`src/rtl/cabac_pkg.sv`:
```
package cabac_pkg;

    localparam int WORD_W   = 32;
    localparam int STATE_W  = 6;
    localparam int POS_W    = 5;
    localparam int RNG_W    = 9;
    localparam int QIDX_W   = 2;
    localparam int LPS_W    = 8;
    localparam int MPS_BIT  = 8;
    localparam int ALIGN    = WORD_W - RNG_W;
    localparam int QIDX_LSB = WORD_W - 1 - QIDX_W;
    localparam int NSTATES  = 2 ** STATE_W;
    localparam int NQ       = 2 ** QIDX_W;
    localparam int TOP_MPS  = NSTATES - 2;

    typedef logic [WORD_W-1:0]  word_t;
    typedef logic [STATE_W-1:0] state_t;
    typedef logic [POS_W-1:0]   pos_t;
    typedef logic [0:NQ-1][LPS_W-1:0] lps_row_t;

    localparam word_t RNG_MASK = {{RNG_W{1'b1}}, {ALIGN{1'b0}}};

    typedef enum logic {
        PATH_MPS = 1'b0,
        PATH_LPS = 1'b1
    } path_e;

    typedef struct packed {
        state_t state;
        logic   mps;
        word_t  rng;
        word_t  off;
    } norm_t;

    typedef struct packed {
        word_t rlps;
        word_t rmps;
    } split_t;

    typedef struct packed {
        word_t off;
        word_t ctx;
        logic  bin;
    } result_t;

    localparam state_t NEXT_LPS_TAB [NSTATES] = '{
        6'd0,  6'd0,  6'd1,  6'd2,  6'd2,  6'd4,  6'd4,  6'd5,
        6'd6,  6'd7,  6'd8,  6'd9,  6'd9,  6'd11, 6'd11, 6'd12,
        6'd13, 6'd13, 6'd15, 6'd15, 6'd16, 6'd16, 6'd18, 6'd18,
        6'd19, 6'd19, 6'd21, 6'd21, 6'd22, 6'd22, 6'd23, 6'd24,
        6'd24, 6'd25, 6'd26, 6'd26, 6'd27, 6'd27, 6'd28, 6'd29,
        6'd29, 6'd30, 6'd30, 6'd30, 6'd31, 6'd32, 6'd32, 6'd33,
        6'd33, 6'd33, 6'd34, 6'd34, 6'd35, 6'd35, 6'd35, 6'd36,
        6'd36, 6'd36, 6'd37, 6'd37, 6'd37, 6'd38, 6'd38, 6'd63
    };

    function automatic state_t next_mps(input state_t s);
        if (int'(s) >= TOP_MPS)
            return s;
        return s + state_t'(1);
    endfunction

    function automatic lps_row_t lps_row(input state_t s);
        case (s)
            6'd0:  return {8'd128, 8'd176, 8'd208, 8'd240};
            6'd1:  return {8'd128, 8'd167, 8'd197, 8'd227};
            6'd2:  return {8'd128, 8'd158, 8'd187, 8'd216};
            6'd3:  return {8'd123, 8'd150, 8'd178, 8'd205};
            6'd4:  return {8'd116, 8'd142, 8'd169, 8'd195};
            6'd5:  return {8'd111, 8'd135, 8'd160, 8'd185};
            6'd6:  return {8'd105, 8'd128, 8'd152, 8'd175};
            6'd7:  return {8'd100, 8'd122, 8'd144, 8'd166};
            6'd8:  return {8'd95,  8'd116, 8'd137, 8'd158};
            6'd9:  return {8'd90,  8'd110, 8'd130, 8'd150};
            6'd10: return {8'd85,  8'd104, 8'd123, 8'd142};
            6'd11: return {8'd81,  8'd99,  8'd117, 8'd135};
            6'd12: return {8'd77,  8'd94,  8'd111, 8'd128};
            6'd13: return {8'd73,  8'd89,  8'd105, 8'd122};
            6'd14: return {8'd69,  8'd85,  8'd100, 8'd116};
            6'd15: return {8'd66,  8'd80,  8'd95,  8'd110};
            6'd16: return {8'd62,  8'd76,  8'd90,  8'd104};
            6'd17: return {8'd59,  8'd72,  8'd86,  8'd99};
            6'd18: return {8'd56,  8'd69,  8'd81,  8'd94};
            6'd19: return {8'd53,  8'd65,  8'd77,  8'd89};
            6'd20: return {8'd51,  8'd62,  8'd73,  8'd85};
            6'd21: return {8'd48,  8'd59,  8'd69,  8'd80};
            6'd22: return {8'd46,  8'd56,  8'd66,  8'd76};
            6'd23: return {8'd43,  8'd53,  8'd63,  8'd72};
            6'd24: return {8'd41,  8'd50,  8'd59,  8'd69};
            6'd25: return {8'd39,  8'd48,  8'd56,  8'd65};
            6'd26: return {8'd37,  8'd45,  8'd54,  8'd62};
            6'd27: return {8'd35,  8'd43,  8'd51,  8'd59};
            6'd28: return {8'd33,  8'd41,  8'd48,  8'd56};
            6'd29: return {8'd32,  8'd39,  8'd46,  8'd53};
            6'd30: return {8'd30,  8'd37,  8'd43,  8'd50};
            6'd31: return {8'd29,  8'd35,  8'd41,  8'd48};
            6'd32: return {8'd27,  8'd33,  8'd39,  8'd45};
            6'd33: return {8'd26,  8'd31,  8'd37,  8'd43};
            6'd34: return {8'd24,  8'd30,  8'd35,  8'd41};
            6'd35: return {8'd23,  8'd28,  8'd33,  8'd39};
            6'd36: return {8'd22,  8'd27,  8'd32,  8'd37};
            6'd37: return {8'd21,  8'd26,  8'd30,  8'd35};
            6'd38: return {8'd20,  8'd24,  8'd29,  8'd33};
            6'd39: return {8'd19,  8'd23,  8'd27,  8'd31};
            6'd40: return {8'd18,  8'd22,  8'd26,  8'd30};
            6'd41: return {8'd17,  8'd21,  8'd25,  8'd28};
            6'd42: return {8'd16,  8'd20,  8'd23,  8'd27};
            6'd43: return {8'd15,  8'd19,  8'd22,  8'd25};
            6'd44: return {8'd14,  8'd18,  8'd21,  8'd24};
            6'd45: return {8'd14,  8'd17,  8'd20,  8'd23};
            6'd46: return {8'd13,  8'd16,  8'd19,  8'd22};
            6'd47: return {8'd12,  8'd15,  8'd18,  8'd21};
            6'd48: return {8'd12,  8'd14,  8'd17,  8'd20};
            6'd49: return {8'd11,  8'd14,  8'd16,  8'd19};
            6'd50: return {8'd11,  8'd13,  8'd15,  8'd18};
            6'd51: return {8'd10,  8'd12,  8'd15,  8'd17};
            6'd52: return {8'd10,  8'd12,  8'd14,  8'd16};
            6'd53: return {8'd9,   8'd11,  8'd13,  8'd15};
            6'd54: return {8'd9,   8'd11,  8'd12,  8'd14};
            6'd55: return {8'd8,   8'd10,  8'd12,  8'd14};
            6'd56: return {8'd8,   8'd9,   8'd11,  8'd13};
            6'd57: return {8'd7,   8'd9,   8'd11,  8'd12};
            6'd58: return {8'd7,   8'd9,   8'd10,  8'd12};
            6'd59: return {8'd7,   8'd8,   8'd10,  8'd11};
            6'd60: return {8'd6,   8'd8,   8'd9,   8'd11};
            6'd61: return {8'd6,   8'd7,   8'd9,   8'd10};
            6'd62: return {8'd6,   8'd7,   8'd8,   8'd9};
            default: return {8'd2, 8'd2,   8'd2,   8'd2};
        endcase
    endfunction

endpackage

```
`src/rtl/cabac_unpack.sv`:
```
module cabac_unpack
    import cabac_pkg::*;
(
    input  logic [2*WORD_W-1:0] ival,
    input  logic [2*WORD_W-1:0] ctx,
    output norm_t               norm
);
    word_t ctx_hi;
    word_t ctx_lo;
    pos_t  shamt;
    logic  unused_ctx_bits;

    assign ctx_hi = ctx[2*WORD_W-1:WORD_W];
    assign ctx_lo = ctx[WORD_W-1:0];
    assign shamt  = ctx_lo[POS_W-1:0];

    assign unused_ctx_bits = ^{ctx_hi[WORD_W-1:MPS_BIT+1],
                               ctx_hi[MPS_BIT-1:STATE_W],
                               ctx_lo[WORD_W-1:POS_W]};

    always_comb begin
        norm.state = ctx_hi[STATE_W-1:0];
        norm.mps   = ctx_hi[MPS_BIT];
        norm.rng   = ival[WORD_W-1:0] << shamt;
        norm.off   = ival[2*WORD_W-1:WORD_W] << shamt;
    end
endmodule

```
`src/rtl/cabac_split.sv`:
```
module cabac_split
    import cabac_pkg::*;
(
    input  norm_t  norm,
    output split_t split
);
    lps_row_t              row;
    logic [QIDX_W-1:0]     qidx;

    assign row  = lps_row(norm.state);
    assign qidx = norm.rng[QIDX_LSB +: QIDX_W];

    always_comb begin
        split.rlps = word_t'(row[qidx]) << ALIGN;
        split.rmps = (norm.rng & RNG_MASK) - split.rlps;
    end
endmodule

```
`src/rtl/cabac_pack.sv`:
```
module cabac_pack
    import cabac_pkg::*;
(
    input  norm_t   norm,
    input  split_t  split,
    output result_t res,
    output path_e   path
);
    logic unused_low_bits;

    assign unused_low_bits = ^{split.rlps[ALIGN-1:0], split.rmps[ALIGN-1:0]};
    assign path = (norm.off < split.rmps) ? PATH_MPS : PATH_LPS;

    always_comb begin
        res.ctx = '0;
        if (path == PATH_MPS) begin
            res.ctx[STATE_W-1:0]     = next_mps(norm.state);
            res.ctx[MPS_BIT]         = norm.mps;
            res.ctx[WORD_W-1:ALIGN]  = split.rmps[WORD_W-1:ALIGN];
            res.off                  = norm.off;
            res.bin                  = norm.mps;
        end else begin
            res.ctx[STATE_W-1:0]     = NEXT_LPS_TAB[norm.state];
            res.ctx[MPS_BIT]         = (norm.state == '0) ? ~norm.mps : norm.mps;
            res.ctx[WORD_W-1:ALIGN]  = split.rlps[WORD_W-1:ALIGN];
            res.off                  = norm.off - split.rmps;
            res.bin                  = ~norm.mps;
        end
    end
endmodule

```
`src/rtl/cabac_bin_unit.sv`:
```
module cabac_bin_unit
    import cabac_pkg::*;
(
    input  logic                clk,
    input  logic                rst,
    input  logic                in_valid,
    input  logic [2*WORD_W-1:0] in_ival,
    input  logic [2*WORD_W-1:0] in_ctx,
    output logic                out_valid,
    output logic [2*WORD_W-1:0] out_result,
    output logic                out_bin
);
    norm_t   norm;
    split_t  split;
    result_t res;
    path_e   path;
    result_t res_q;
    logic    well_formed;

    cabac_unpack u_unpack (.ival(in_ival), .ctx(in_ctx), .norm(norm));
    cabac_split  u_split  (.norm(norm), .split(split));
    cabac_pack   u_pack   (.norm(norm), .split(split), .res(res), .path(path));

    always_ff @(posedge clk) begin
        if (rst) begin
            out_valid <= 1'b0;
            res_q     <= '0;
        end else begin
            out_valid <= in_valid;
            if (in_valid)
                res_q <= res;
        end
    end

    assign out_result = {res_q.off, res_q.ctx};
    assign out_bin    = res_q.bin;

    assign well_formed = norm.off < (norm.rng & RNG_MASK);

    assert_valid_follows_R9: assert property (@(posedge clk) disable iff (rst)
        in_valid |=> out_valid);

    assert_idle_follows_R9: assert property (@(posedge clk) disable iff (rst)
        !in_valid |=> !out_valid);

    assert_hold_when_idle_R10: assert property (@(posedge clk) disable iff (rst)
        !in_valid |=> ($stable(out_result) && $stable(out_bin)));

    assert_zero_fields_R8: assert property (@(posedge clk) disable iff (rst)
        out_valid |-> (out_result[MPS_BIT-1:STATE_W] == '0 &&
                       out_result[ALIGN-1:MPS_BIT+1] == '0));

    assert_offset_in_interval_R6: assert property (@(posedge clk) disable iff (rst)
        (in_valid && well_formed) |=>
        (out_result[2*WORD_W-1:WORD_W] <
         {out_result[WORD_W-1:ALIGN], {ALIGN{1'b0}}}));

    assert_bin_matches_path_R5: assert property (@(posedge clk) disable iff (rst)
        (in_valid && path == PATH_MPS) |=> (out_bin == out_result[MPS_BIT]));
endmodule

```
`config.mk`:
```
export PLATFORM = sky130hd
export DESIGN_NAME = cabac_bin_unit
export DESIGN_NICKNAME = d
export VERILOG_FILES = /design/src/rtl/cabac_pkg.sv /design/src/rtl/cabac_unpack.sv /design/src/rtl/cabac_split.sv /design/src/rtl/cabac_pack.sv /design/src/rtl/cabac_bin_unit.sv
export SDC_FILE = /design/constraint.sdc
export NUM_CORES = 1
export LEC_CHECK = 0
export BUFFER_PORTS_ARGS = -buffer_cell sky130_fd_sc_hd__buf_2
export CAP_MARGIN = 5
export CORE_UTILIZATION = 58
export CTS_BUF_LIST = sky130_fd_sc_hd__clkbuf_16
export DETAILED_ROUTE_END_ITERATION = 12
export GPL_ROUTABILITY_DRIVEN = 0
export PLACE_DENSITY = 0.88
export SLEW_MARGIN = 20
export SYNTH_ARGS = -nofsm -noshare
export SYNTH_HDL_FRONTEND = slang
export SYNTH_SLANG_ARGS = --single-unit
```
`constraint.sdc`:
```
create_clock -name clk -period 11.9 [get_ports clk]
set_clock_uncertainty 0.1 [all_clocks]
set_input_delay 1.19 -clock clk [delete_from_list [all_inputs] [get_ports clk]]
set_output_delay 1.19 -clock clk [all_outputs]
set_load 0.02 [all_outputs]
```
# After elaboration in Yosys (flattened, before gate mapping)
# Memory sizes are Yosys's and may differ from the RTL's.
# Index checks and enable logic that the tools add are counted.
[word_totals]
register_bits = 50
rom_bits = 2432
output_inout_bits = 66
elab_cells = 32
n_memories = 2
[classes]
addsub = 3
n_lt_le_gt_ge = 4
n_shift = 2
muxes = 13
n_bitwise = 3
reduce_logical = 1
[mem_list]
columns = ["memory", "words", "width", "read_ports", "rd_ports_with_merged_regs", "write_ports", "line_no", "text"]
rows = [
  ["(name not given)", 64, 32, 1, 0, 0, "cabac_pkg.sv:64", "case (s)"],
  ["(name not given)", 64, 6, 1, 0, 0, "cabac_pack.sv:23", "res.ctx[STATE_W-1:0] = NEXT_LPS_TAB[norm.state];"],
]
[op_table]
columns = ["op", "n"]
rows = [
  ["$shl 32x5->32", 2],
  ["$mux 41", 1],
  ["$lt 32x32->1", 1],
  ["$sub 32x31->32", 1],
  ["$sub 32x32->32", 1],
  ["$mux 6", 4],
  ["$bmux 8 s2", 1],
  ["$mux 8", 2],
  ["$ge 7x7->1 const B", 1],
  ["$mux 7", 1],
  ["$not 6->7", 1],
  ["$add 6x1->6 const B", 1],
  ["$ge 6x6->1 const B", 1],
  ["$logic_not 6->1", 1],
  ["$mux 1", 4],
  ["$ge 3x3->1 const B", 1],
  ["$not 2->3", 1],
  ["$not 1->1", 1],
]

# Longest topological paths before layout
[logic_depth]
ltp_word = 10
ltp_mapped = 31

# Modules after synthesis
# Synthesis repeated with hierarchy kept, for this count alone.
[hier_totals]
hier_cells = 1617
area_unflattened_um2 = 11933.9
[modules_own_cells]
columns = ["mod", "n_inst", "cells_each", "area_each_um2"]
rows = [
  ["cabac_unpack", 1, 485, 3497.1],
  ["cabac_pack", 1, 468, 3131.8],
  ["cabac_split", 1, 452, 2927.8],
  ["cabac_bin_unit", 1, 212, 2377.3],
]

# Least setup slack after synthesis
# Ideal clock, no wire load.
[synth_path]
path_type = "input-to-reg"
start = "input port in_ctx[1]"
end = "register res_q, in the netlist out_result[27]"
setup_time_ps = 122
arrival_ps = 6849
t_required_ps = 11678
slack_ps = 4829
path_stages = 28
n_path_buf = 6
cell_sequence = "buf_4 > buf_4 > buf_2 > mux2_1 > nor2_1 > a21oi_1 > mux4_2 > a21oi_1 > buf_4 > inv_1 > mux4_2 > inv_1 > ha_1 > inv_1 > fa_1 > a21o_1 > a21oi_1 > o21ai_0 > o211a_1 > o21a_1 > nor2_1 > xor2_1 > ha_1 > and2_1 > buf_1 > a2111o_1 > buf_2 > o311a_1"
[synth_via]
elab_chain_len = 8
word_cells_on_any_way = 9
[synth_lines]
columns = ["item", "line_no", "text"]
rows = [
  ["start: declaration", "cabac_bin_unit.sv:8", "input logic [2*WORD_W-1:0] in_ctx,"],
  ["$shl 32x5->32", "cabac_unpack.sv:24", "norm.rng = ival[WORD_W-1:0] << shamt;"],
  ["$not 2->3 (not written as such)", "cabac_split.sv:14", "split.rlps = word_t'(row[qidx]) << ALIGN;"],
  ["$bmux 8 s2", "cabac_split.sv:14", ""],
  ["$mux 8 (not written as such) (2 in series)", "cabac_split.sv:14", ""],
  ["$sub 32x31->32", "cabac_split.sv:15", "split.rmps = (norm.rng & RNG_MASK) - split.rlps;"],
  ["$lt 32x32->1", "cabac_pack.sv:12", "assign path = (norm.off < split.rmps) ? PATH_MPS : PATH_LPS;"],
  ["$mux 41 *", "cabac_pack.sv:16", "if (path == PATH_MPS) begin"],
  ["end signal: assignment", "cabac_bin_unit.sv:31", "res_q <= res;"],
  ["end: declaration", "cabac_bin_unit.sv:17", "result_t res_q;"],
]
# Mark *: on every way between the ends. The rest lies on a longest branch, timed or not. The select of a mux whose other input is x is not followed.
# A chain may end at the register's enable or synchronous reset.

# Worst setup path in the final report
[layout_path]
start = "input port in_ctx[0]"
end = "register res_q, in the netlist out_result[25]"
# Same word-level chain as after synthesis.

==> flow_metrics.py <==
metrics = {
    "run_status": {
        "status": "complete, no violations",
    },
    "cells_and_area": {
        "drive_above_1_share_pct": 20.72,
        "design_area_sq_mm": 0.009204,
        "area_growth_pct": 6.593,
        "multi_input_area_sq_mm": 0.006963,
        "final_common_cell": "buf_2",
        "num_antenna_cells": 0,
        "ff_latch_area_sq_mm": 0.001001,
        "n_fill_cell": 1273,
        "instances_no_fill": 1371,
        "num-nets-final": 1354,
        "final_cell_mix": "buf_2 (126), nand2_1 (121), nor2_1 (116)",
    },
    "power_and_ir_drop": {
        "ir_drop_mv": 0.1026,
        "powerDensity_mw_per_mm2": 122.4,
        "p_leak_nw": 3.826,
    },
    "clocking": {
        "cts_resized": 0,
        "clockRootBuffer": "clkbuf_16",
        "cts_buffers": 5,
        "clk_latency_ns": 0.29,
        "cts_buffer_depth": 2,
        "h-tree-depth": 2,
        "cts.sinks": 50,
        "cts_tree": "yes",
        "cts.reportedPaths.clkPinSlew_ns": 0.07,
        "hold_buffers": 0,
        "cts_setup_buffers": 0,
    },
    "yosys": {
        "synth_warnings": 0,
        "yosysSeqAreaShare_pct": 11.59,
        "synth_cell_types": 80,
        "avgSynthCellArea_sq_um": 7.463,
        "synth_edf_count": 0,
        "synth-seq-cells": 50,
        "async_flop_share_pct": 0,
        "synth_flop_cell": "dfxtp_1",
        "synthCells": 1157,
        "mappedNetlistArea_sq_mm": 0.008635,
    },
    "sta": {
        "fmax_mhz": 123.2,
        "rsz0062_at_grt": "false",
        "layout_min_cycle_time_ns": 8.115,
        "tightest_slew_ns": 1.031,
        "relSlewSlack_pct": 30.87,
        "period_share_pct": 68.19,
        "fin_tns_setup_ns": 0,
        "final-hold-violation-count": 0,
        "slew_viol_final": 0,
        "finalSetupViolCount": 0,
    },
    "setup_path": {
        "worstReg2RegStart": "out_result[61]",
        "critPathCaptureType": "flop",
        "arrival_ns": 8.22,
        "critPathLaunchType": "input port",
        "criticalPathCategory": "input port to flop",
        "cp_max_fo": 39,
        "r2r_cells": 3,
        "cp.required_ns": 12.00,
        "reg2reg_to": "out_result[61]",
        "r2r_slack_ns": 10.93,
    },
    "floorplan": {
        "initial_core_util_pct": 59.41,
        "core_area_sq_mm": 0.01453,
        "ios": 197,
        "die_h_microns": 124.0,
        "die_area_sq_mm": 0.01538,
        "rows": 44,
        "die_width_microns": 124.0,
    },
    "detailed_routing": {
        "wl_per_cell_microns": 19.36,
        "drc_errors": 0,
        "postRouteAntennaNets": 0,
        "viasPerCell": 7.005,
        "first_pass_iters": 7,
        "num_vias": 9604,
        "drt_wl_total_microns": 26540,
        "drtIter0Drc": 1739,
    },
    "worst_hold_path": {
        "min-delay-start": "out_result[44]",
        "hold_path.class": "flop to flop",
        "hold_end": "out_result[44]",
        "hold_path_depth": 2,
    },
    "job": {
        "maxCapViolCount": 0,
    },
    "global_route": {
        "grt_pass1_wl_microns": 41720,
        "overflow": 0,
        "grt_max_degree": 82,
        "antenna_found_initial": 0,
        "grt_pass1_vias": 8210,
        "gr-usage-all-layers_pct": 33.82,
    },
    "placed_design": {
        "dp_cells": 1363,
        "port_buffers": 128,
        "placed_cell_area_sq_mm": 0.009035,
        "dpl.hpwl_microns": 18990,
    },
}
worst max-delay path: stages:
cell and delay [ns]:
buf_4 0.38, buf_4 0.52, mux4_2 0.60, mux4_2 0.47
a21oi_1 0.19, buf_4 0.23, inv_1 0.17, mux4_2 0.51
inv_1 0.08, ha_1 0.17, inv_1 0.06, fa_1 0.45
a21o_1 0.18, a21oi_1 0.27, o21ai_0 0.13, o211a_1 0.17
o21a_1 0.18, nor2_1 0.11, xor2_1 0.24, ha_1 0.32
nand2_1 0.10, nor2_1 0.10, a2111o_1 0.79, or3_1 0.47
o311ai_1 0.08
cell families after synthesis:
kind of cell,synth area share [%]
other,0.04343
muxes,24.40
xor gates and xnor gates,1.420
AOI/OAI and AO/OA,27.20
adders and majority gates,5.651
buffers and inverters,8.564
and+or+nand+nor,21.13
DFF,11.59
Yosys cell counts (23+ instances only):
| cell | count | area share, % |
|---|---|---|
| nand2_1 | 121 | 5.3 |
| nor2_1 | 116 | 5.0 |
| o21ai_0 | 91 | 5.3 |
| a21oi_1 | 87 | 5.0 |
| clkbuf_1 | 71 | 3.1 |
| mux2i_1 | 62 | 7.2 |
| mux4_2 | 51 | 13 |
| dfxtp_1 | 50 | 12 |
| nand3_1 | 49 | 2.8 |
| ha_1 | 35 | 5.1 |
| mux2_2 | 28 | 3.7 |
| a211oi_1 | 25 | 2.2 |
| buf_4 | 25 | 2.2 |
| nor3_1 | 24 | 1.4 |
| inv_1 | 23 | 1.0 |
area by class of cell:
cell class / instances / area share (%)
multi-input cells: 960 / 75.65
flip-flops and latches: 50 / 10.88
repair buffers: 139 / 7.912
well taps: 184 / 2.501
clock buffers: 5 / 1.359
inverters: 30 / 1.223
clock inverters: 3 / 0.4758
registers in the layout (all words and copies together) (netlist names):
name,cells
out_bin,1
out_result,48
out_valid,1
report_power, final:
group | internal [mW] | leakage, nW | switching, mW | total, mW
sequential | 0.202 | 0.411 | 0.0190 | 0.221
combinational | 0.287 | 3.33 | 0.454 | 0.742
clock | 0.0996 | 0.0842 | 0.0649 | 0.164
metal layers:
| layer | global-route usage [%] | share of wire, % | up-vias |
|---|---|---|---|
| met5 | 0 | 0 | - |
| met4 | 14.21 | 4.1 | 0 |
| met3 | 4.258 | 10 | 108 |
| met2 | 53.33 | 45 | 681 |
| met1 | 46.39 | 40 | 4432 |
| li1 | - | - | 4383 |
per-stage QoR:
step	total power, mW	hold slack [ns]	util, %	setup WS [ns]
2_1_floorplan	0.7800	0.4409	-	4.829
3_3_place_gp	0.9268	0.3458	62.16	3.635
3_5_place_dp	0.9435	0.3579	62.16	3.574
4_1_cts	1.111	0.3679	63.33	3.872
5_1_grt	1.201	0.3891	63.33	3.337
6_report	1.127	0.3675	63.33	3.785
worst max path at each step:
stage | startpoint | endpoint | slack, ns | cells past startpoint
global placement | in_ctx[0] | out_result[2] | 3.64 | 25
detailed placement | in_ctx[0] | out_result[25] | 3.57 | 25
floorplan | in_ctx[1] | out_result[27] | 4.83 | 28
CTS | in_ctx[0] | out_result[2] | 3.87 | 25
finish | in_ctx[0] | out_result[25] | 3.79 | 25
global route | in_ctx[0] | out_result[4] | 3.34 | 25
Note: power is estimated with default switching activity, not from simulation.
